[src/rtl/mdio_pkg.sv]
package mdio_pkg;
  typedef struct packed {
    logic        wr;
    logic [4:0]  phy;
    logic [4:0]  regad;
    logic [15:0] wdata;
  } mdio_req_t;

  localparam logic [6:0] POS_START = 7'd32;  // first bit after preamble
  localparam logic [6:0] POS_TA1   = 7'd46;
  localparam logic [6:0] POS_TA2   = 7'd47;
  localparam logic [6:0] POS_DATA  = 7'd48;
  localparam logic [6:0] POS_IDLE  = 7'd64;
  localparam logic [4:0] STATUS_REG = 5'd1;
  localparam int unsigned SUP_BIT  = 6;

  function automatic logic [31:0] make_hdr(input mdio_req_t r);
    return {2'b01, (r.wr ? 2'b01 : 2'b10), r.phy, r.regad,
            (r.wr ? 2'b10 : 2'b00), (r.wr ? r.wdata : 16'h0000)};
  endfunction
endpackage

[src/rtl/mdio_clkgen.sv]
module mdio_clkgen #(
  parameter int unsigned HALF_SLOW = 10,
  parameter int unsigned HALF_MID  = 5,
  parameter int unsigned HALF_FAST = 2
) (
  input  logic       clk,
  input  logic       rst_n,
  input  logic       run,
  input  logic [1:0] rate,
  output logic       mdc,
  output logic       rise_en,
  output logic       fall_en
);
  localparam int unsigned CW = $clog2(HALF_SLOW);

  logic [CW-1:0] cnt_q, cnt_d, term;
  logic          mdc_q, mdc_d, at_term;

  always_comb begin
    case (rate)
      2'b01:   term = CW'(HALF_MID - 1);
      2'b10:   term = CW'(HALF_FAST - 1);
      default: term = CW'(HALF_SLOW - 1);
    endcase
    at_term = run && (cnt_q == term);
    rise_en = at_term && !mdc_q;
    fall_en = at_term && mdc_q;
    cnt_d   = (!run || at_term) ? '0 : cnt_q + 1'b1;
    mdc_d   = !run ? 1'b0 : (at_term ? !mdc_q : mdc_q);
  end

  always_ff @(posedge clk or negedge rst_n) begin
    if (!rst_n) begin
      cnt_q <= '0;
      mdc_q <= 1'b0;
    end else begin
      cnt_q <= cnt_d;
      mdc_q <= mdc_d;
    end
  end

  assign mdc = mdc_q;

  // MDC only toggles after a full half-period count
  p_toggle_at_term_r5: assert property (@(posedge clk) disable iff (!rst_n)
    (run && $past(run) && !$stable(mdc_q)) |-> ($past(cnt_q) == $past(term)));
endmodule

[src/rtl/mdio_presence.sv]
module mdio_presence (
  input  logic clk,
  input  logic rst_n,
  input  logic sample_en,
  input  logic line_i,
  output logic present,
  output logic present_evt
);
  logic s1_q, s2_q, pres_q, pres_d, evt_q, evt_d;

  always_comb begin
    pres_d = pres_q;
    evt_d  = 1'b0;
    if (sample_en && (s2_q != pres_q)) begin
      pres_d = s2_q;
      evt_d  = 1'b1;
    end
  end

  always_ff @(posedge clk or negedge rst_n) begin
    if (!rst_n) begin
      s1_q   <= 1'b0;
      s2_q   <= 1'b0;
      pres_q <= 1'b0;
      evt_q  <= 1'b0;
    end else begin
      s1_q   <= line_i;
      s2_q   <= s1_q;
      pres_q <= pres_d;
      evt_q  <= evt_d;
    end
  end

  assign present     = pres_q;
  assign present_evt = evt_q;

  // an event pulse always coincides with a status change
  p_evt_on_change_r9: assert property (@(posedge clk) disable iff (!rst_n)
    present_evt |-> (present != $past(present)));
  p_evt_single_r9: assert property (@(posedge clk) disable iff (!rst_n)
    present_evt |=> !present_evt);
endmodule

[src/rtl/mdio_master.sv]
module mdio_master
  import mdio_pkg::*;
#(
  parameter int unsigned HALF_SLOW = 10,
  parameter int unsigned HALF_MID  = 5,
  parameter int unsigned HALF_FAST = 2
) (
  input  logic        clk,
  input  logic        rst_n,
  input  logic        req_valid,
  input  logic        req_write,
  input  logic [4:0]  req_phy,
  input  logic [4:0]  req_reg,
  input  logic [15:0] req_wdata,
  input  logic [1:0]  rate_sel,
  output logic        ready,
  output logic        done,
  output logic [15:0] rd_data,
  output logic        rd_err,
  output logic        pre_sup,
  output logic        mdc,
  output logic        mdio_o,
  output logic        mdio_oe,
  input  logic        mdio_i,
  output logic        phy_present,
  output logic        present_evt
);
  logic        busy_q, busy_d, wr_q, wr_d, ta_err_q, ta_err_d;
  logic        done_q, done_d, err_q, err_d, sup_q, sup_d;
  logic [6:0]  pos_q, pos_d;
  logic [31:0] hdr_q, hdr_d;
  logic [4:0]  reg_q, reg_d, hidx;
  logic [1:0]  rate_q, rate_d;
  logic [15:0] rdsh_q, rdsh_d, rdat_q, rdat_d;
  logic        rise_en, fall_en, accept;
  mdio_req_t   req;

  mdio_clkgen #(.HALF_SLOW(HALF_SLOW), .HALF_MID(HALF_MID), .HALF_FAST(HALF_FAST))
    u_clkgen (.clk(clk), .rst_n(rst_n), .run(busy_q), .rate(rate_q),
              .mdc(mdc), .rise_en(rise_en), .fall_en(fall_en));

  mdio_presence u_presence (.clk(clk), .rst_n(rst_n), .sample_en(!busy_q),
                            .line_i(mdio_i), .present(phy_present),
                            .present_evt(present_evt));

  always_comb begin
    req    = '{wr: req_write, phy: req_phy, regad: req_reg, wdata: req_wdata};
    accept = req_valid && !busy_q;
    busy_d = busy_q;  pos_d = pos_q;  hdr_d = hdr_q;  wr_d = wr_q;
    reg_d  = reg_q;   rate_d = rate_q; ta_err_d = ta_err_q;
    rdsh_d = rdsh_q;  rdat_d = rdat_q; err_d = err_q; sup_d = sup_q;
    done_d = 1'b0;
    if (accept) begin
      busy_d   = 1'b1;
      pos_d    = sup_q ? POS_START : 7'd0;
      hdr_d    = make_hdr(req);
      wr_d     = req_write;
      reg_d    = req_reg;
      rate_d   = rate_sel;
      ta_err_d = 1'b0;
    end
    if (busy_q && rise_en && !wr_q) begin
      if (pos_q == POS_TA2) ta_err_d = mdio_i;
      if (pos_q >= POS_DATA && pos_q < POS_IDLE) rdsh_d = {rdsh_q[14:0], mdio_i};
    end
    if (busy_q && fall_en) begin
      if (pos_q == POS_IDLE) begin
        busy_d = 1'b0;
        done_d = 1'b1;
        if (!wr_q) begin
          rdat_d = rdsh_q;
          err_d  = ta_err_q;
          if (ta_err_q) sup_d = 1'b0;
          else if (reg_q == STATUS_REG && rdsh_q[SUP_BIT]) sup_d = 1'b1;
        end else begin
          err_d = 1'b0;
        end
      end else begin
        pos_d = pos_q + 7'd1;
      end
    end
    if (present_evt && !phy_present) sup_d = 1'b0;
  end

  always_ff @(posedge clk or negedge rst_n) begin
    if (!rst_n) begin
      busy_q <= 1'b0;  pos_q <= '0;  hdr_q <= '0;  wr_q <= 1'b0;
      reg_q <= '0;  rate_q <= '0;  ta_err_q <= 1'b0;  rdsh_q <= '0;
      rdat_q <= '0;  done_q <= 1'b0;  err_q <= 1'b0;  sup_q <= 1'b0;
    end else begin
      busy_q <= busy_d;  pos_q <= pos_d;  hdr_q <= hdr_d;  wr_q <= wr_d;
      reg_q <= reg_d;  rate_q <= rate_d;  ta_err_q <= ta_err_d;  rdsh_q <= rdsh_d;
      rdat_q <= rdat_d;  done_q <= done_d;  err_q <= err_d;  sup_q <= sup_d;
    end
  end

  always_comb begin
    hidx    = 5'(7'd63 - pos_q);
    mdio_o  = (pos_q < POS_START) ? 1'b1 : hdr_q[hidx];
    mdio_oe = busy_q && (pos_q != POS_IDLE) && !(!wr_q && pos_q >= POS_TA1);
  end

  assign ready   = !busy_q;
  assign done    = done_q;
  assign rd_data = rdat_q;
  assign rd_err  = err_q;
  assign pre_sup = sup_q;

  p_idle_quiet_r4: assert property (@(posedge clk) disable iff (!rst_n)
    !busy_q |-> (!mdc && !mdio_oe));
  p_done_pulse_r11: assert property (@(posedge clk) disable iff (!rst_n)
    done |=> !done);
  p_accept_busy_r10: assert property (@(posedge clk) disable iff (!rst_n)
    (req_valid && ready) |=> !ready);
  p_err_clears_sup_r3: assert property (@(posedge clk) disable iff (!rst_n)
    (done && rd_err) |-> !pre_sup);
  p_change_on_fall_r6: assert property (@(posedge clk) disable iff (!rst_n)
    (busy_q && $past(busy_q) && !$stable(mdio_o)) |-> $fell(mdc));
endmodule

[config.mk]
export PLATFORM = sky130hd
export DESIGN_NAME = mdio_master
export DESIGN_NICKNAME = d
export VERILOG_FILES = /design/src/rtl/mdio_pkg.sv /design/src/rtl/mdio_clkgen.sv /design/src/rtl/mdio_presence.sv /design/src/rtl/mdio_master.sv
export SDC_FILE = /design/constraint.sdc
export NUM_CORES = 1
export LEC_CHECK = 0
export BUFFER_PORTS_ARGS = -buffer_cell sky130_fd_sc_hd__buf_4
export CAP_MARGIN = 20
export CORE_MARGIN = 2
export CORE_UTILIZATION = 56
export DETAILED_ROUTE_END_ITERATION = 12
export GPL_TIMING_DRIVEN = 0
export PLACE_DENSITY = 0.91
export SYNTH_ARGS = -nofsm -noshare
export SYNTH_HDL_FRONTEND = slang
export SYNTH_HIERARCHICAL = 1
export SYNTH_SLANG_ARGS = --single-unit
[constraint.sdc]
create_clock -name clk -period 4.1 [get_ports clk]
set_input_delay 0.205 -clock clk [delete_from_list [all_inputs] [get_ports clk]]
set_output_delay 0.205 -clock clk [all_outputs]
set_load 0.02 [all_outputs]
# After elaboration in Yosys (flattened, before gate mapping)
# Cells that the tools add are included.
[totals]
register_bits = 92
in_bits = 33
elab_cells = 94
[classes]
n_addsub = 3
magnitude_cmp = 5
n_eq_ne = 10
mux = 30
bitwise = 1
n_reduce_logical = 27
[op_table]
columns = ["op", "n"]
rows = [
  ["two-way mux 7 bit", 3],
  ["two-way mux 1 bit", 20],
  ["two-way mux 16 bit", 1],
  ["greater-or-equal comparator 7 x 6 -> 1 bit, second input constant", 2],
  ["logical AND 1 bit", 14],
  ["case mux 4 bit (2 select lines)", 1],
  ["adder 7 x 1 -> 7 bit, second input constant", 1],
  ["equality test 7 x 6 -> 1 bit, second input constant", 1],
  ["equality test 7 bit, second input constant", 1],
  ["< comparator 7 x 6 -> 1 bit, second input constant", 1],
  ["< comparator 7 bit, second input constant", 1],
  ["inequality test 7 bit, second input constant", 1],
  ["< comparator 5 x 6 -> 1 bit, second input constant", 1],
  ["two-way mux 6 bit", 1],
  ["binary-select mux 1 bit (select 5 bit)", 1],
  ["equality test 5 x 1 -> 1 bit, second input constant", 1],
  ["zero test 1 bit", 5],
  ["subtractor 5 bit, first input constant", 1],
  ["adder 4 x 1 -> 4 bit, second input constant", 1],
  ["equality test 4 bit", 1],
  ["two-way mux 2 bit", 2],
  ["two-way mux 4 bit", 1],
  ["inequality test 2 x 1 -> 1 bit, second input constant", 2],
  ["AND reduction 2 bit", 2],
  ["9 further kinds", 10],
]

# Depth between registers and ports, before layout
[logic_depth]
depth_word = 8
mapped_depth = 11
depth_no_buf = 9

# Hierarchy
# The synthesis kept the hierarchy.
[by_module_without_submodules]
columns = ["module", "n_inst", "cells_each", "area_per_inst_um2", "seq_area_each_um2"]
rows = [
  ["mdio_master", 1, 284, 3409.5, 1876.8],
  ["mdio_clkgen", 1, 29, 295.3, 125.1],
  ["mdio_presence", 1, 7, 126.4, 100.1],
]

# Worst setup path after synthesis
# No wires, ideal clock.
[synth_timing]
path_type = "register to register"
start = "register rate_q[0]"
end = "register rdat_q[10] (netlist: rd_data[10])"
setup_ns = 0.125
arrival_time_ns = 2.789
required_time_ns = 3.975
path_slack_ns = 1.186
path_stages_with_launch = 11
path_buffers = 2
synth_period_minus_slack_ns = 2.914
cell_sequence = "dfrtp_1 -> ha_1 -> xor2_1 -> or4_1 -> buf_2 -> nor3_1 -> nand2_1 -> nor3_4 -> nand4_4 -> buf_6 -> mux2_4"
[synth_between]
elab_chain_cells = 7
elab_cells_between_ends = 8
classes_between = "eq/ne: 3; mux: 1; reduce/logical: 4"
[synth_lines]
columns = ["element", "line", "source"]
rows = [
  ["start, declared", "mdio_master.sv:33", "logic [1:0] rate_q, rate_d;"],
  ["start signal, assigned", "mdio_master.sv:92", "reg_q <= reg_d; rate_q <= rate_d; ta_err_q <= ta_err_d; rdsh_q <= rdsh_d;"],
  ["equality test 2 bit or equality test 2 x 1 -> 1 bit (tied branches)", "mdio_clkgen.sv:20", "case (rate)"],
  ["case mux 4 bit (2 select lines) *", "mdio_clkgen.sv:20", ""],
  ["equality test 4 bit *", "mdio_clkgen.sv:25", "at_term = run && (cnt_q == term);"],
  ["logical AND 1 bit *", "mdio_clkgen.sv:25", ""],
  ["logical AND 1 bit *", "mdio_clkgen.sv:27", "fall_en = at_term && mdc_q;"],
  ["net fall_en", "mdio_master.sv:35", "logic rise_en, fall_en, accept;"],
  ["logical AND 1 bit *", "mdio_master.sv:66", "if (busy_q && fall_en) begin"],
  ["AND reduction 3 bit (no source line) *", "-", ""],
  ["end signal, assigned", "mdio_master.sv:93", "rdat_q <= rdat_d; done_q <= done_d; err_q <= err_d; sup_q <= sup_d;"],
  ["end, declared", "mdio_master.sv:34", "logic [15:0] rdsh_q, rdsh_d, rdat_q, rdat_d;"],
]
# Mark *: on every way through the listed nets, which the timed path passes. The rest lies on a longest branch.
# A chain may end at the register's enable or synchronous reset.

# Worst setup path in the final report
[layout_timing]
start = "register rate_q[0]"
end = "register sup_q (netlist: pre_sup)"
[layout_between]
elab_chain_cells = 8
elab_cells_between_ends = 9
classes_between = "eq/ne: 3; mux: 1; reduce/logical: 5"
[layout_lines]
columns = ["element", "line", "source"]
rows = [
  ["equality test 2 bit or equality test 2 x 1 -> 1 bit (tied branches)", "mdio_clkgen.sv:20", ""],
  ["case mux 4 bit (2 select lines) *", "mdio_clkgen.sv:20", ""],
  ["equality test 4 bit *", "mdio_clkgen.sv:25", ""],
  ["logical AND 1 bit *", "mdio_clkgen.sv:25", ""],
  ["logical AND 1 bit *", "mdio_clkgen.sv:27", ""],
  ["net fall_en", "mdio_master.sv:35", ""],
  ["logical AND 1 bit *", "mdio_master.sv:66", ""],
  ["nonzero test 2 bit (no source line) *", "-", ""],
  ["AND reduction 4 bit (no source line) *", "-", ""],
  ["end signal, assigned", "mdio_master.sv:93", ""],
  ["end, declared", "mdio_master.sv:29", "logic done_q, done_d, err_q, err_d, sup_q, sup_d;"],
]
# Marks and branches as above.

==> key figures <==
Outcome
  – Outcome: completed

CTS
  – Number of gates resized after CTS: 0
  – Clk sink count: 84
  – H-tree Lvls: 3
  – CTS Buffer Depth: 2
  – Root Driver: clkbuf_8
  – Post-CTS setup buffers: 0
  – Clock insertion delay at the later pin of the skew report: 360 ps
  – CTS tree: built
  – Worst-path clk slew: 80 ps
  – Hold_buf cts: 1
  – Cts bufs inserted: 9

Synthesis
  – Synth cell types: 49
  – Main synth FF type: dfrtp_1
  – Area contributors post-synth: dfrtp_1, mux2_2, nand2_1
  – Post-Syn Nets: 358
  – Yosys reg bits: 84
  – Top cell type's share of synthesized area: 0.549
  – Ys Warns: 6
  – EDFF count, synth: 0
  – Seq/Total Area, Yosys: 0.549
  – Synthesized cell area: 3830 sq um
  – Synth Instances: 320
  – Avg Synthesized Cell Area: 12.0 sq um
  – Cell accounting for the most synthesized area: dfrtp_1
  – Synth async-reset ratio: 1.00

Worst setup path
  – CP max stage cell: nor4_1
  – Max incr delay on CP: 590 ps
  – Critical Path AT: 3560 ps
  – Worst setup path category: flop to flop
  – CP Capture Type: flop
  – Worst Path Required: 4350 ps
  – Crit start category: flop
  – CP cell instances: ha_1 > xor2_1 > or4_1 > buf_2 > nor3_1 > nand2_1 > nor4_1 > a41oi_1 > a221oi_1
  – Worst-path maximum fanout: 8

Route
  – Vias after detailed routing: 2673
  – Via/cell ratio: 5.63
  – Post-DRT Antenna Nets: 0
  – Final WL: 7770 um
  – DRC viols: 0
  – First-pass DRT Iterations: 4
  – Routed wire length per instance: 16.3 um
  – Initial drt markers: 232

Floorplan
  – Initial Util: 0.570
  – Top Ports: 58
  – Core area: 6720 sq um
  – Die H: 86.7 um
  – Die area: 7520 sq um
  – Rows: 30
  – Die Wd: 86.7 um

Pwr
  – LEAKAGE: 2.32 nW
  – PwrDens: 499 nW/um^2
  – Max VDD drop: 0.000221 V
  – Tot Pwr: 2.30 mW

Final layout
  – Area delta synth->final: 20.5%
  – Layout cells sized above 1: 0.349
  – ANT cells: 0
  – Fillers: 480
  – Multi-input logic area: 1610 sq um
  – Nets: 428
  – Final Non-Filler Cells: 475
  – Register area: 2100 sq um

STA
  – Worst Tran Pin Value: 565 ps
  – Worst Clk Skew: 13.1 ps
  – Achievable Freq: 0.303 GHz
  – Slew headroom: 0.620
  – Setup TNS: 0 ps
  – Final setup viols: 0
  – Final Critical Period: 3300 ps
  – Slew Viols, Final: 0
  – RSZ-0062 raised after global routing: false
  – Fin crit share: 0.806
  – Fin. Hold Viols: 0

Global route
  – Number of global-route vias before repair: 2661
  – GRT Total Usage: 0.222
  – First-pass GRT wire length: 12800 um
  – Largest net degree at the start of global routing: 85
  – Initial antenna violation count: 0
  – Overflow after GRT: 0

Min path
  – Hold Path Class: primary input to flop

Place
  – Dpl hpwl: 5460 um
  – Placed Instances: 456
  – RePlAce Congestion: 0.919
  – PortBufs: 56

Job
  – Max cap viols: 0
==> synthesized netlist by cell type, types with 2 or more instances <==
master	count
a2111oi_0	2
a21oi_1	2
and2_1	3
and3_1	2
buf_2	6
clkbuf_1	11
dfrtp_1	84
ha_1	5
inv_1	10
mux2_2	38
mux2_4	10
mux2i_1	9
mux4_2	3
nand2_1	45
nand3_1	12
nand3b_1	3
nand4_1	2
nor2_1	9
nor3_1	2
nor4_1	2
o2111ai_1	2
o211ai_1	2
o21ai_0	23
or3_1	2
or4_1	3
xor2_1	5
==> layout make-up <==
class                           instances  share of cell area
Multi-Input combinational cell        207               0.348
Timing Repair Buffer                   59              0.0997
Buffer                                 19              0.0187
Clock inverter                          5              0.0184
Sequential cell                        84               0.455
Tap cell                               80              0.0217
Clock buffer                           11              0.0306
Inverter                               10             0.00813
==> path summary, 6_finish.rpt <==
kind / from / end / slack [ps] / depth (start not counted)
min reg2reg: u_presence/s1_q / u_presence/s2_q / 360 / 0
max reg2reg: rate_q[0] / pre_sup / 800 / 9
max: rate_q[0] / pre_sup / 800 / 9
min in group asynchronous: rst_n / rdsh_q[15] / 370 / 2
min: rate_sel[1] / rate_q[1] / 70 / 2
max in group asynchronous: rst_n / pos_q[2] / 3110 / 3
==> per-stage QoR <==
step / cell area (sq um) / hold slack [ps] / setup WS, ps / util
6_report: 4620 / 73.0 / 797 / 0.687
5_1_grt: 4620 / 71.4 / 567 / 0.687
4_1_cts: 4590 / 53.7 / 802 / 0.683
3_5_place_dp: 4350 / 342 / 832 / 0.648
3_3_place_gp: 4350 / 333 / 934 / 0.648
2_1_floorplan: 3830 / -90.6 / 1190 / -
==> state kept, by name (all words and copies together) (netlist names), 2 cells and up <==
name / cells
u_clkgen/cnt_q: 4
rdsh_q: 16
pos_q: 7
rate_q: 2
reg_q: 4
hdr_q: 25
rd_data: 16
==> critical path: cells and delay by family (launching register included) <==
family	cells	cell delay [ps]
AND/OR/NAND/NOR	4	1700
AO/OA/AOI/OAI	2	430
flip-flops	1	400
adder cells (fa/ha/maj)	1	330
XOR/XNOR	1	170
buffers and inverters	1	170
==> kinds of logic (layout without fill, tap and decap cells) <==
| kind of cell | Yosys count | in the layout | synth area share |
|---|---|---|---|
| mux | 60 | 60 | 0.192 |
| xor+xnor | 6 | 6 | 0.0137 |
| flops | 84 | 84 | 0.549 |
| fa+ha+maj | 5 | 5 | 0.0163 |
| buf+inv | 29 | 104 | 0.0323 |
| compound gates | 40 | 40 | 0.0656 |
| simple gates | 96 | 96 | 0.131 |
==> layer usage <==
layer  wire length (um)  track usage
met1               3560        0.315
met2               3780        0.338
met3                254       0.0295
met4                167        0.112
met5                  0            0
==> placed cells by master (no fill, tap or decap), drive strengths merged, types with 2 or more instances in the layout <==
| cell | synthesis | final |
|---|---|---|
| nand3 | 13 | 13 |
| a21oi | 2 | 2 |
| dfrtp | 84 | 84 |
| o211ai | 2 | 2 |
| or3 | 3 | 3 |
| nor4 | 2 | 2 |
| nand2 | 45 | 45 |
| or4 | 3 | 3 |
| nand3b | 3 | 3 |
| and3 | 3 | 3 |
| a2111oi | 2 | 2 |
| clkinv | 0 | 2 |
| nor2 | 9 | 9 |
| inv | 10 | 10 |
| nor3 | 3 | 3 |
| o21ai | 23 | 23 |
| clkbuf | 11 | 22 |
| mux4 | 3 | 3 |
| bufinv | 0 | 2 |
| mux2 | 48 | 48 |
| mux2i | 9 | 9 |
| nand4 | 3 | 3 |
| xor2 | 5 | 5 |
| dlygate4sd3 | 0 | 2 |
| and2 | 3 | 3 |
| buf | 8 | 65 |
| ha | 5 | 5 |
| o2111ai | 2 | 2 |
==> power by group <==
part	internal, mW	total (mW)	switching [mW]
registers	0.922	1.01	0.0851
clock network	0.362	0.660	0.298
logic	0.278	0.636	0.358
total	1.56	2.30	0.741
(Power assumes the default switching activity.)
